[config.mk]
export PLATFORM = sky130hd
export DESIGN_NAME = rx_word_host_buf
export DESIGN_NICKNAME = d
export VERILOG_FILES = /design/src/rtl/rxwb_pkg.sv /design/src/rtl/rxwb_store.sv /design/src/rtl/rxwb_rd_mux.sv /design/src/rtl/rxwb_irq.sv /design/src/rtl/rx_word_host_buf.sv
export SDC_FILE = /design/constraint.sdc
export NUM_CORES = 1
export LEC_CHECK = 0
export ABC_CLOCK_PERIOD_IN_PS = 1700
export BUFFER_PORTS_ARGS = -buffer_cell sky130_fd_sc_hd__buf_2
export CAP_MARGIN = 10
export CELL_PAD_IN_SITES_DETAIL_PLACEMENT = 0
export CELL_PAD_IN_SITES_GLOBAL_PLACEMENT = 1
export CORE_ASPECT_RATIO = 1.25
export CORE_MARGIN = 4
export CORE_UTILIZATION = 35
export CTS_BUF_LIST = sky130_fd_sc_hd__clkbuf_2 sky130_fd_sc_hd__clkbuf_4 sky130_fd_sc_hd__clkbuf_8
export DETAILED_ROUTE_END_ITERATION = 8
export GPL_TIMING_DRIVEN = 1
export PLACE_DENSITY_LB_ADDON = 0.3
export SKIP_CTS_REPAIR_TIMING = 1
export SYNTH_ARGS = -nofsm -noshare
export SYNTH_HDL_FRONTEND = slang
export SYNTH_SLANG_ARGS = --single-unit
export TNS_END_PERCENT = 10
[constraint.sdc]
create_clock -name clk_i -period 1.7 [get_ports clk_i]
set_input_delay 0.255 -clock clk_i [delete_from_list [all_inputs] [get_ports clk_i]]
set_output_delay 0.255 -clock clk_i [all_outputs]
set_load 0.02 [all_outputs]
[src/rtl/rxwb_pkg.sv]
package rxwb_pkg;
  function automatic int unsigned n_bytes(int unsigned word_w, int unsigned byte_w);
    return (word_w + byte_w - 1) / byte_w;
  endfunction
endpackage

[src/rtl/rxwb_store.sv]
module rxwb_store #(
  parameter int unsigned WORD_W = 28
) (
  input  logic              clk_i,
  input  logic              rst_ni,
  input  logic [WORD_W-1:0] word_i,
  input  logic              vld_i,
  input  logic              clr_i,
  output logic [WORD_W-1:0] word_o,
  output logic              avail_o,
  output logic              ovr_o
);
  always_ff @(posedge clk_i or negedge rst_ni) begin
    if (!rst_ni) begin
      word_o  <= '0;
      avail_o <= 1'b0;
      ovr_o   <= 1'b0;
    end else begin
      if (vld_i) word_o <= word_i;
      // new word wins over release
      if (vld_i)      avail_o <= 1'b1;
      else if (clr_i) avail_o <= 1'b0;
      // release consumes the old word, so a coincident arrival is no overrun
      if (clr_i)                 ovr_o <= 1'b0;
      else if (vld_i && avail_o) ovr_o <= 1'b1;
    end
  end
endmodule

[src/rtl/rxwb_rd_mux.sv]
module rxwb_rd_mux #(
  parameter int unsigned WORD_W  = 28,
  parameter int unsigned BYTE_W  = 8,
  parameter int unsigned N_BYTES = 4,
  parameter int unsigned ADDR_W  = 2
) (
  input  logic [WORD_W-1:0] word_i,
  input  logic [ADDR_W-1:0] addr_i,
  output logic [BYTE_W-1:0] rdata_o
);
  localparam int unsigned PAD_W = N_BYTES * BYTE_W;

  logic [PAD_W-1:0]  padded;
  logic [BYTE_W-1:0] slice [N_BYTES];

  assign padded = PAD_W'(word_i);

  // byte 0 is the most significant slice
  for (genvar k = 0; k < N_BYTES; k++) begin : g_slice
    assign slice[k] = padded[(N_BYTES-1-k)*BYTE_W +: BYTE_W];
  end

  always_comb begin
    rdata_o = '0;
    for (int k = 0; k < N_BYTES; k++)
      if (addr_i == ADDR_W'(k)) rdata_o = slice[k];
  end
endmodule

[src/rtl/rxwb_irq.sv]
module rxwb_irq (
  input  logic avail_i,
  input  logic en_i,
  output logic irq_o
);
  assign irq_o = avail_i & en_i;
endmodule

[src/rtl/rx_word_host_buf.sv]
module rx_word_host_buf
  import rxwb_pkg::*;
#(
  parameter int unsigned WORD_W = 28,
  parameter int unsigned BYTE_W = 8,
  localparam int unsigned N_BYTES = n_bytes(WORD_W, BYTE_W),
  localparam int unsigned ADDR_W  = (N_BYTES > 1) ? $clog2(N_BYTES) : 1
) (
  input  logic              clk_i,
  input  logic              rst_ni,
  input  logic [WORD_W-1:0] word_i,
  input  logic              word_vld_i,
  input  logic              rd_i,
  input  logic [ADDR_W-1:0] addr_i,
  input  logic              irq_en_i,
  output logic [BYTE_W-1:0] rdata_o,
  output logic              avail_o,
  output logic              ovr_o,
  output logic              irq_o
);
  localparam logic [ADDR_W-1:0] LAST_ADDR = ADDR_W'(N_BYTES - 1);

  logic [WORD_W-1:0] word_q;
  logic              last_rd;

  assign last_rd = rd_i && (addr_i == LAST_ADDR);

  rxwb_store #(.WORD_W(WORD_W)) u_store (
    .clk_i   (clk_i),
    .rst_ni  (rst_ni),
    .word_i  (word_i),
    .vld_i   (word_vld_i),
    .clr_i   (last_rd),
    .word_o  (word_q),
    .avail_o (avail_o),
    .ovr_o   (ovr_o)
  );

  rxwb_rd_mux #(
    .WORD_W (WORD_W),
    .BYTE_W (BYTE_W),
    .N_BYTES(N_BYTES),
    .ADDR_W (ADDR_W)
  ) u_mux (
    .word_i (word_q),
    .addr_i (addr_i),
    .rdata_o(rdata_o)
  );

  rxwb_irq u_irq (
    .avail_i(avail_o),
    .en_i   (irq_en_i),
    .irq_o  (irq_o)
  );
endmodule

==> results of run 1 <==
[power by group through the flow]
stage	Combinational (uW)	Clock, uW	Sequential [uW]
after floorplan	189	0	825
after CTS	293	568	821
after global placement	288	0	828
after global routing	314	596	830
final	286	546	820
after detailed placement	293	0	834
[state kept, by name, indices dropped and copies added, names as in the netlist]
register and count:
u_store.word_o 28, u_store.avail_o 1, u_store.ovr_o 1
[synth_stat cells]
library cell	count	area, um^2
mux4_1	1	26.3
a21o_1	1	7.51
mux2_4	3	45.0
nand3_1	1	5.00
and2_1	1	6.26
buf_2	3	15.0
nor2b_2	1	8.76
mux2_2	29	327
dfrtp_1	30	751
a21oi_1	1	5.00
mux4_2	3	67.6
buf_6	2	22.5
a22o_1	4	35.0
a31oi_1	1	6.26
[cells in the final DEF, fill, tap and decap left out]
cell	Yosys	routed
mux2_4	3	3
nand3_1	1	1
a22o_1	4	4
and2_1	1	1
buf_2	3	45
clkbuf_8	0	5
buf_4	0	1
nor2b_2	1	1
a21o_1	1	1
clkbuf_4	0	2
mux2_2	29	29
a31oi_1	1	1
mux4_1	1	1
buf_12	0	1
mux4_2	3	3
a21oi_1	1	1
dfrtp_1	30	30
[cell families after synthesis]
family / count (synthesis) / synth area share, %
muxes: 36 / 35.1
DFF: 30 / 56.6
AOI/OAI and AO/OA: 7 / 4.05
buffers and inverters: 5 / 2.83
and+or+nand+nor: 3 / 1.51
[worst max-delay path by stage]
stage / slack (ps) / cells after the start / to / from
2_1_floorplan: 490 / 1 / rdata_o[0] / u_store.word_o[16]
3_3_place_gp: 220 / 4 / rdata_o[7] / addr_i[1]
3_5_place_dp: 220 / 3 / rdata_o[0] / addr_i[0]
4_1_cts: 80 / 2 / rdata_o[0] / u_store.word_o[16]
5_1_grt: 60 / 2 / rdata_o[0] / u_store.word_o[16]
6_report: 100 / 2 / rdata_o[0] / u_store.word_o[16]
[layer usage]
metal / vias up / share of wire, %
met3: 4 / 7.8
met2: 30 / 52
met5: - / 0
li1: 396 / -
met4: 0 / 1.1
met1: 427 / 39
[metrics by stage]
step	power, uW	hold WS, ps
floorplan	1010	-40.6
global placement	1120	319
detailed placement	1130	332
CTS	1680	31.7
global route	1740	61.0
finish	1650	13.1
[cell type report]
class | count | area, um^2 | area share [%]
Timing Repair Buffer | 47 | 253 | 15.1
Sequential cell | 30 | 751 | 44.8
Tap cell | 39 | 48.8 | 2.91
Clock buffer | 7 | 83.8 | 5.00
Multi-Input combinational cell | 46 | 539 | 32.2
==> summary.txt, run 1 <==
Setup path
  • CP endpoint kind: output pin
  • CP delay by family, top: multiplexers
  • Crit-path max FO: 2
  • Crit path launch type: register
  • R2r endpoint: u_store.word_o[10]
  • Crit-path cells: mux4_1, buf_2
  • R2r startpoint: u_store.word_o[10]
  • Worst Path Buf+Inv: 1
  • WP data arrival: 1340 ps
  • Critical setup path kind: reg -> out
  • FF-to-FF setup slack: 930 ps
  • Worst path slowest cell: mux4_1
  • Required time of the critical path: 1440 ps
  • Largest stage delay on the critical path: 520 ps
  • R2R cell count: 1

Layout
  • Filler Cell Count: 336
  • Fraction of final layout cells sized beyond drive strength 1: 69.2%
  • Number of standard cells in the final layout excluding fillers: 169
  • Final core utilization: 46.9%
  • Antenna cells: 0
  • Fin area: 1680 um^2
  • # nets final: 165
  • P&R area growth vs syn: 26.2%

Routing
  • Post-DRT Antenna Nets: 0
  • DRT iter0 DRCs: 25
  • Wire per inst: 15.6 um
  • Remaining DRCs: 0
  • Vias: 857
  • First-pass DRT Iterations: 2
  • Via/cell ratio: 5.07
  • Drt total wl: 2640 um

Power
  • Peak supply drop: 0.000471 V
  • LEAKAGE: 0.000782 uW
  • Sequential share of power: 49.6%
  • Comb pwr share: 17.3%
  • Switching power: 394 uW
  • PwrDens: 986 nW/um^2
  • Internal power: 1260 uW
  • Clock power share: 33.1%
  • Net Sw Frac: 23.9%

Floorplanning
  • Die extent in y: 76.9 um
  • Initial Utilization: 37.1%
  • Die Footprint: 4850 um^2
  • FP Rows: 24
  • Die Width: 63.1 um
  • Core Area: 3570 um^2
  • Io pins: 46

STA
  • RSZ-0062 raised after global routing: false
  • Final Worst Setup Slack: 104 ps
  • Period minus WS final: 1600 ps
  • Setup TNS: 0 ps
  • Clk_skew: 2.57 ps
  • Pin slew with the least headroom to its limit: 667 ps
  • Period utilization: 93.9%
  • Final count of negative-setup-slack endpoints: 0
  • FMAX: 0.626 GHz
  • Max-slew headroom: 55.5%
  • Max Slew Vio Count: 0
  • Final Hold Violating Endpoints: 0

CTS
  • Clk_lat worst skew: 270 ps
  • CTS tree: yes
  • Root Driver: clkbuf_8
  • Worst-path clk slew: 60 ps
  • Sink Count: 30
  • Clk buf depth: 2
  • H-Tree Depth: 2
  • TritonCTS Buffers: 5

Synthesis
  • Post-synthesis net count: 116
  • Synth Register Bits: 30
  • Synth Warn #: 0
  • Register area share after synthesis: 56.6%
  • Avg Cell Area, Syn: 16.4 um^2
  • Library cells used by synthesis: 14
  • Post-synthesis instance area: 1330 um^2
  • Synthesized instance count: 81

Global route
  • Number of global-route vias before repair: 1018
  • Initial antenna violation count: 0
  • GRT busiest layer: met2
  • Congestion Overflow GR: 0
  • M1 GR Usage: 11.9%
  • Pin count of the biggest net entering global routing: 31
  • First-pass GRT wire length: 4470 um
  • Global Route met3 Usage: 5.26%
  • GRT Total Usage: 12.0%
  • M2 GR Usage: 21.3%

Placement
  • Area post-placement: 1590 um^2
  • Final HPWL DP: 1940 um
  • DP Worst Slack: 220 ps
  • Placed insts: 162
  • Port Buffers: 45
  • RD Place Congestion: 0.686

Status
  • Run status: complete, no violations

Run
  • Maximum Capacitance Violations: 0

Min path
  • Min-delay worst type: in -> async
No activity file was read; power rests on OpenSTA's default activity.
==> run 2, diff against run 1 <==
--- a/config.mk
+++ b/config.mk
@@ -14,11 +14,13 @@
 export CORE_MARGIN = 4
 export CORE_UTILIZATION = 35
 export CTS_BUF_LIST = sky130_fd_sc_hd__clkbuf_2 sky130_fd_sc_hd__clkbuf_4 sky130_fd_sc_hd__clkbuf_8
+export CTS_CLUSTER_DIAMETER = 50
 export DETAILED_ROUTE_END_ITERATION = 8
 export GPL_TIMING_DRIVEN = 1
 export PLACE_DENSITY_LB_ADDON = 0.3
 export SKIP_CTS_REPAIR_TIMING = 1
 export SYNTH_ARGS = -nofsm -noshare
 export SYNTH_HDL_FRONTEND = slang
+export SYNTH_HIERARCHICAL = 1
 export SYNTH_SLANG_ARGS = --single-unit
 export TNS_END_PERCENT = 10
==> run 2 against run 1 <==
Wire length increased by 7.5%. Sequential share of layout area decreased by 2.9 points. Synthesized cell count increased by 1.2%. Highest routed layer unchanged. Critical endpoint is now rdata_o[6]. Largest cell class unchanged.
==> summary.txt, run 2 <==
Status
  • Run status: complete, no violations

Setup path
  • Crit path launch type: register
  • Crit-path cells: mux2_4, a22o_1, buf_2
  • Largest stage delay on the critical path: 390 ps (-130 ps)
  • CP endpoint kind: output pin
  • Required time of the critical path: 1440 ps (about the same)
  • Critical setup path kind: reg -> out
  • CP delay by family, top: flip-flops
  • Crit-path max FO: 2 (unchanged)
  • Worst path slowest cell: dfrtp_1
  • WP data arrival: 1290 ps (-50 ps)
  • Worst Path Buf+Inv: 1 (unchanged)

Routing
  • Via/cell ratio: 4.47 (-12%)
  • DRT iter0 DRCs: 24 (-4.0%)
  • Wire per inst: 15.3 um (-1.8%)
  • Met1 wire length: 1170 um (+14%)
  • Highest Signal Layer: met4
  • Drt total wl: 2840 um (+7.5%)
  • WL met2: 1440 um (+4.4%)
  • Remaining DRCs: 0 (unchanged)
  • First-pass DRT Iterations: 4 (+2)
  • Vias: 827 (-3.5%)
  • Post-DRT Antenna Nets: 0 (unchanged)
  • Wire length on met3: 161 um (-22%)

Power
  • Sequential share of power: 48.2% (-1.4 points)
  • Peak supply drop: 0.000484 V (+2.9%)
  • Internal power: 1300 uW (+3.0%)
  • LEAKAGE: 0.000896 uW (+15%)
  • PwrDens: 955 nW/um^2 (-3.2%)
  • Clock power share: 32.4% (-0.7 points)
  • Switching power: 414 uW (+5.0%)
  • Comb pwr share: 19.4% (+2.1 points)
  • Net Sw Frac: 24.2% (+0.36 points)

Layout
  • Max FFs per register: 28 (unchanged)
  • Most frequent cells in the layout: buf_2, dfrtp_1, mux2_4, clkbuf_8
  • # nets final: 166 (+0.61%)
  • Commonest non-fill, non-tap cell in the layout: buf_2
  • Registers with the most flip-flops: u_store/word_o: 28 flops, u_store/avail_o: 1 flops, u_store/ovr_o: 1 flops
  • Sequential cell area: 751 um^2 (unchanged)
  • Fin area: 1790 um^2 (+6.9%)
  • Fraction of final layout cells sized beyond drive strength 1: 69.5% (+0.23 points)
  • Filler Cell Count: 389 (+16%)
  • Area of the multi-input gates: 632 um^2 (+17%)
  • Number of standard cells in the final layout excluding fillers: 185 (+9.5%)
  • Antenna cells: 0 (unchanged)
  • P&R area growth vs syn: 24.4%
  • Most flops, register: u_store/word_o

Placement
  • Final HPWL DP: 2010 um (+3.7%)
  • Area post-placement: 1710 um^2 (+7.2%)
  • Placed insts: 178 (+9.9%)
  • Port Buffers: 45 (unchanged)
  • RD Place Congestion: 0.703 (+2.4%)

Synthesis
  • Post-synthesis net count: 117 (+0.86%)
  • Avg Cell Area, Syn: 17.5 um^2 (+7.1%)
  • Library cells used by synthesis: 14 (unchanged)
  • Synthesized instance count: 82 (+1.2%)
  • Register area share after synthesis: 52.2% (-4.4 points)
  • Synth Warn #: 6 (+6)
  • Post-synthesis instance area: 1440 um^2 (+8.4%)
  • Main synth FF type: dfrtp_1
  • Most numerous cell in the Yosys netlist: dfrtp_1
  • Ys async rst share: 100% (unchanged)
  • Synth Register Bits: 30 (unchanged)
  • Largest cells by area after synthesis: dfrtp_1, mux2_4, mux4_2
  • Synth area leader: dfrtp_1
  • Synth top area share: 52.2% (-4.4 points)
  • Number of synthesized flops with an enable pin: 0 (unchanged)
  • Commonest cells post-synth: dfrtp_1, mux2_4, a22o_1, buf_6, mux4_2

CTS
  • Sink Count: 30 (unchanged)
  • H-Tree Depth: 2 (unchanged)
  • Worst-path clk slew: 60 ps (about the same)
  • TritonCTS Buffers: 5 (unchanged)
  • Clk_lat worst skew: 270 ps (about the same)
  • CTS tree: yes
  • Clk buf depth: 2 (unchanged)
  • Root Driver: clkbuf_8

Min path
  • Min-delay worst type: in -> async

Floorplanning
  • Die Width: 65.4 um (+3.6%)
  • Initial Utilization: 37.1% (-0.053 points)
  • FP Rows: 25 (+4.2%)
  • Io pins: 46 (unchanged)
  • Die Footprint: 5210 um^2 (+7.4%)
  • Die extent in y: 79.7 um (+3.7%)
  • Core Area: 3880 um^2 (+8.5%)

STA
  • RSZ-0062 raised after global routing: false
  • Period utilization: 90.8% (-3.1 points)
  • Max Slew Vio Count: 0 (unchanged)
  • Pin slew with the least headroom to its limit: 674 ps (+6.84 ps)
  • Final count of negative-setup-slack endpoints: 0 (unchanged)
  • Setup TNS: 0 ps (unchanged)
  • FMAX: 0.648 GHz (+3.4%)
  • Clk_skew: 0.119 ps (-2.45 ps)
  • Max-slew headroom: 55.1% (-0.46 points)
  • Final Hold Violating Endpoints: 0 (unchanged)
  • Worst hold slack: 20.1 ps (+7.05 ps)
  • Period minus WS final: 1540 ps (-52.6 ps)

Run
  • Maximum Capacitance Violations: 0 (unchanged)

Global route
  • Number of global-route vias before repair: 907 (-11%)
  • Pin count of the biggest net entering global routing: 31 (unchanged)
  • First-pass GRT wire length: 4490 um (+0.45%)
  • GRT Total Usage: 11.9% (-0.064 points)
  • Congestion Overflow GR: 0 (unchanged)
  • Initial antenna violation count: 0 (unchanged)
[run 2: final cells by class]
type	count	area share (%)
Clock buffer	7	4.68
Inverter	1	0.210
Multi-Input combinational cell	46	35.3
Sequential cell	30	41.9
Tap cell	54	3.77
Timing Repair Buffer	47	14.1
[run 2: metal layers]
layer,up-vias,track usage (%)
li1,394,-
met1,402,13.7
met2,25,19.4
met3,6,3.80
met4,0,6.85
met5,-,0
[run 2: power by group through the flow]
stage | logic (uW) | clock network (uW) | registers [uW]
after floorplan | 235 | 0 | 827
after global placement | 330 | 0 | 831
after detailed placement | 336 | 0 | 836
after CTS | 339 | 572 | 824
after global routing | 359 | 604 | 833
final | 332 | 553 | 824
[run 2: final timing paths]
check	to	slack, ps	start	depth (start not counted)
worst max-delay path	rdata_o[6]	160	u_store/word_o[6]	3
worst min-delay path	u_store/word_o[27]	20	rst_ni	1
worst max register to register	u_store/word_o[17]	920	u_store/word_o[17]	1
worst min register to register	u_store/ovr_o	490	u_store/ovr_o	2
max in group asynchronous	u_store/word_o[20]	1250	rst_ni	1
min in group clk_i	u_store/word_o[13]	210	word_i[13]	2
[run 2: through the flow]
| step | worst slack (ps) | util (%) | total power [uW] |
|---|---|---|---|
| 2_1_floorplan | 475 | - | 1060 |
| 3_3_place_gp | 194 | 44.0 | 1160 |
| 3_5_place_dp | 193 | 44.0 | 1170 |
| 4_1_cts | 138 | 46.2 | 1730 |
| 5_1_grt | 104 | 46.2 | 1800 |
| 6_report | 156 | 46.2 | 1710 |
[run 2: kinds of logic after synthesis]
family          share of synthesized area (%)
compound gates                           3.30
flops                                    52.2
simple gates                             1.74
buf+inv                                  3.91
mux                                      38.9
==> run 3, diff against run 2 <==
--- a/config.mk
+++ b/config.mk
@@ -18,6 +18,7 @@
 export DETAILED_ROUTE_END_ITERATION = 8
 export GPL_TIMING_DRIVEN = 1
 export PLACE_DENSITY_LB_ADDON = 0.3
+export SETUP_SLACK_MARGIN = 0.2
 export SKIP_CTS_REPAIR_TIMING = 1
 export SYNTH_ARGS = -nofsm -noshare
 export SYNTH_HDL_FRONTEND = slang
==> run 3 against run 2 <==
Sequential share of layout area fell by 1.1 points. Via count rose by 1.5%. Clock power barely moved. Critical endpoint unchanged. Largest cell class unchanged. Largest power group unchanged.
==> summary.txt, run 3 (synthesis gave the netlist of run 2 again) <==
Status
  • Run status: complete, no violations

Power
  • LEAKAGE: 0.000919 uW (+2.5%)
  • Peak supply drop: 0.000485 V (+0.16%)
  • PwrDens: 947 nW/um^2 (-0.85%)

Layout
  • Final core utilization: 47.4% (+1.2 points)
  • Registers with the most flip-flops: u_store/word_o: 28 flops, u_store/avail_o: 1 flops, u_store/ovr_o: 1 flops
  • Most frequent cells in the layout: buf_2, dfrtp_1, mux2_4, clkbuf_8
  • Most flops, register: u_store/word_o
  • # nets final: 169 (+1.8%)
  • P&R area growth vs syn: 27.7%
  • Fraction of final layout cells sized beyond drive strength 1: 70.1% (+0.68 points)
  • Antenna cells: 0 (unchanged)
  • Number of standard cells in the final layout excluding fillers: 188 (+1.6%)
  • Commonest non-fill, non-tap cell in the layout: buf_2
  • Max FFs per register: 28 (unchanged)

Global route
  • GRT Total Usage: 11.9% (unchanged)
  • Initial antenna violation count: 0 (unchanged)
  • First-pass GRT wire length: 4490 um (unchanged)
  • Pin count of the biggest net entering global routing: 31 (unchanged)
  • Number of global-route vias before repair: 907 (unchanged)
  • Congestion Overflow GR: 0 (unchanged)

STA
  • Setup TNS: 0 ps (unchanged)
  • Max-slew headroom: 55.0% (-0.066 points)
  • Max Slew Vio Count: 0 (unchanged)
  • Final count of negative-setup-slack endpoints: 0 (unchanged)
  • Pin slew with the least headroom to its limit: 675 ps (+0.992 ps)
  • Period minus WS final: 1540 ps (-4.53 ps)
  • RSZ-0062 raised after global routing: true
  • Clk_skew: 0.119 ps (unchanged)
  • FMAX: 0.650 GHz (+0.29%)
  • Period utilization: 90.5% (-0.27 points)
  • Final Hold Violating Endpoints: 0 (unchanged)

Floorplanning
  • Io pins: 46 (unchanged)
  • Core Area: 3880 um^2 (unchanged)
  • Die Width: 65.4 um (unchanged)
  • FP Rows: 25 (unchanged)
  • Die Footprint: 5210 um^2 (unchanged)
  • Initial Utilization: 37.1% (unchanged)
  • Die extent in y: 79.7 um (unchanged)

CTS
  • Sink Count: 30 (unchanged)
  • Clk buf depth: 2 (unchanged)
  • CTS tree: yes
  • Root Driver: clkbuf_8
  • Worst-path clk slew: 60 ps (about the same)
  • H-Tree Depth: 2 (unchanged)
  • Clk_lat worst skew: 270 ps (about the same)
  • TritonCTS Buffers: 5 (unchanged)

Setup path
  • Crit path launch type: register
  • Crit-path max FO: 2 (unchanged)
  • Required time of the critical path: 1440 ps (about the same)
  • FF-to-FF setup slack: 810 ps (-110 ps)
  • R2r startpoint: u_store/word_o[17]
  • R2r endpoint: u_store/word_o[17]
  • CP endpoint kind: output pin
  • Critical setup path kind: reg -> out
  • WP data arrival: 1280 ps (about the same)
  • R2R cell count: 2 (+1)

Placement
  • RD Place Congestion: 0.703 (unchanged)
  • Port Buffers: 45 (unchanged)
  • Final HPWL DP: 2010 um (unchanged)
  • Placed insts: 178 (unchanged)

Routing
  • Wire per inst: 15.4 um (+0.10%)
  • Remaining DRCs: 0 (unchanged)
  • First-pass DRT Iterations: 4 (unchanged)
  • Via/cell ratio: 4.46 (-0.17%)
  • Post-DRT Antenna Nets: 0 (unchanged)
  • Vias: 839 (+1.5%)
  • Drt total wl: 2890 um (+1.7%)
  • DRT iter0 DRCs: 23 (-4.2%)

Run
  • Maximum Capacitance Violations: 0 (unchanged)

Min path
  • Min-delay worst type: in -> async
==> run 3: cell count changes in the layout (fill, tap and decap cells not counted) <==
| cell | change |
|---|---|
| buf_6 | +4 |
| buf_4 | +3 |
| buf_2 | -4 |
==> run 3: power by group <==
group | switching, uW | internal (uW) | leakage [uW]
logic | 142 | 222 | 0.000526
registers | 38.5 | 785 | 0.000347
clock network | 240 | 313 | 0.0000452
==> run 3: cell type report <==
class / count / area (um^2)
fill: 383 / 2040
sequential: 30 / 751
multi-input combinational: 46 / 632
timing repair buffer: 50 / 300
clock buffer: 7 / 83.8
tap: 54 / 67.6
inverter: 1 / 3.75
==> run 3: worst max-delay path by stage <==
stage | start | end | slack [ps] | cells past startpoint
3_5_place_dp | addr_i[0] | rdata_o[1] | 190 | 3
6_report | u_store/word_o[14] | rdata_o[6] | 160 | 3
2_1_floorplan | addr_i[0] | rdata_o[6] | 470 | 3
4_1_cts | u_store/word_o[1] | rdata_o[1] | 140 | 2
3_3_place_gp | addr_i[0] | rdata_o[4] | 190 | 4
5_1_grt | u_store/word_o[14] | rdata_o[6] | 110 | 3
==> run 3: worst max-delay path: stages, from the launching register on <==
cell and delay (ps):
dfrtp_1 380, mux2_4 260, a22o_1 240, buf_6 130
==> run 3: through the flow <==
step | hold slack, ps | setup WS (ps) | total power, uW | instance area [um^2]
2_1_floorplan | -40.6 | 475 | 1060 | 1440
3_3_place_gp | 311 | 194 | 1160 | 1710
3_5_place_dp | 332 | 193 | 1170 | 1710
4_1_cts | 36.4 | 138 | 1730 | 1790
5_1_grt | 64.9 | 113 | 1830 | 1840
6_report | 20.4 | 161 | 1740 | 1840
==> run 3: layer usage <==
layer / vias up / global-route usage, % / share of wire (%)
met1: 410 / 13.7 / 41
met5: - / 0 / 0
met3: 6 / 3.80 / 5.5
met2: 25 / 19.4 / 51
met4: 0 / 6.85 / 2.4
li1: 398 / - / -
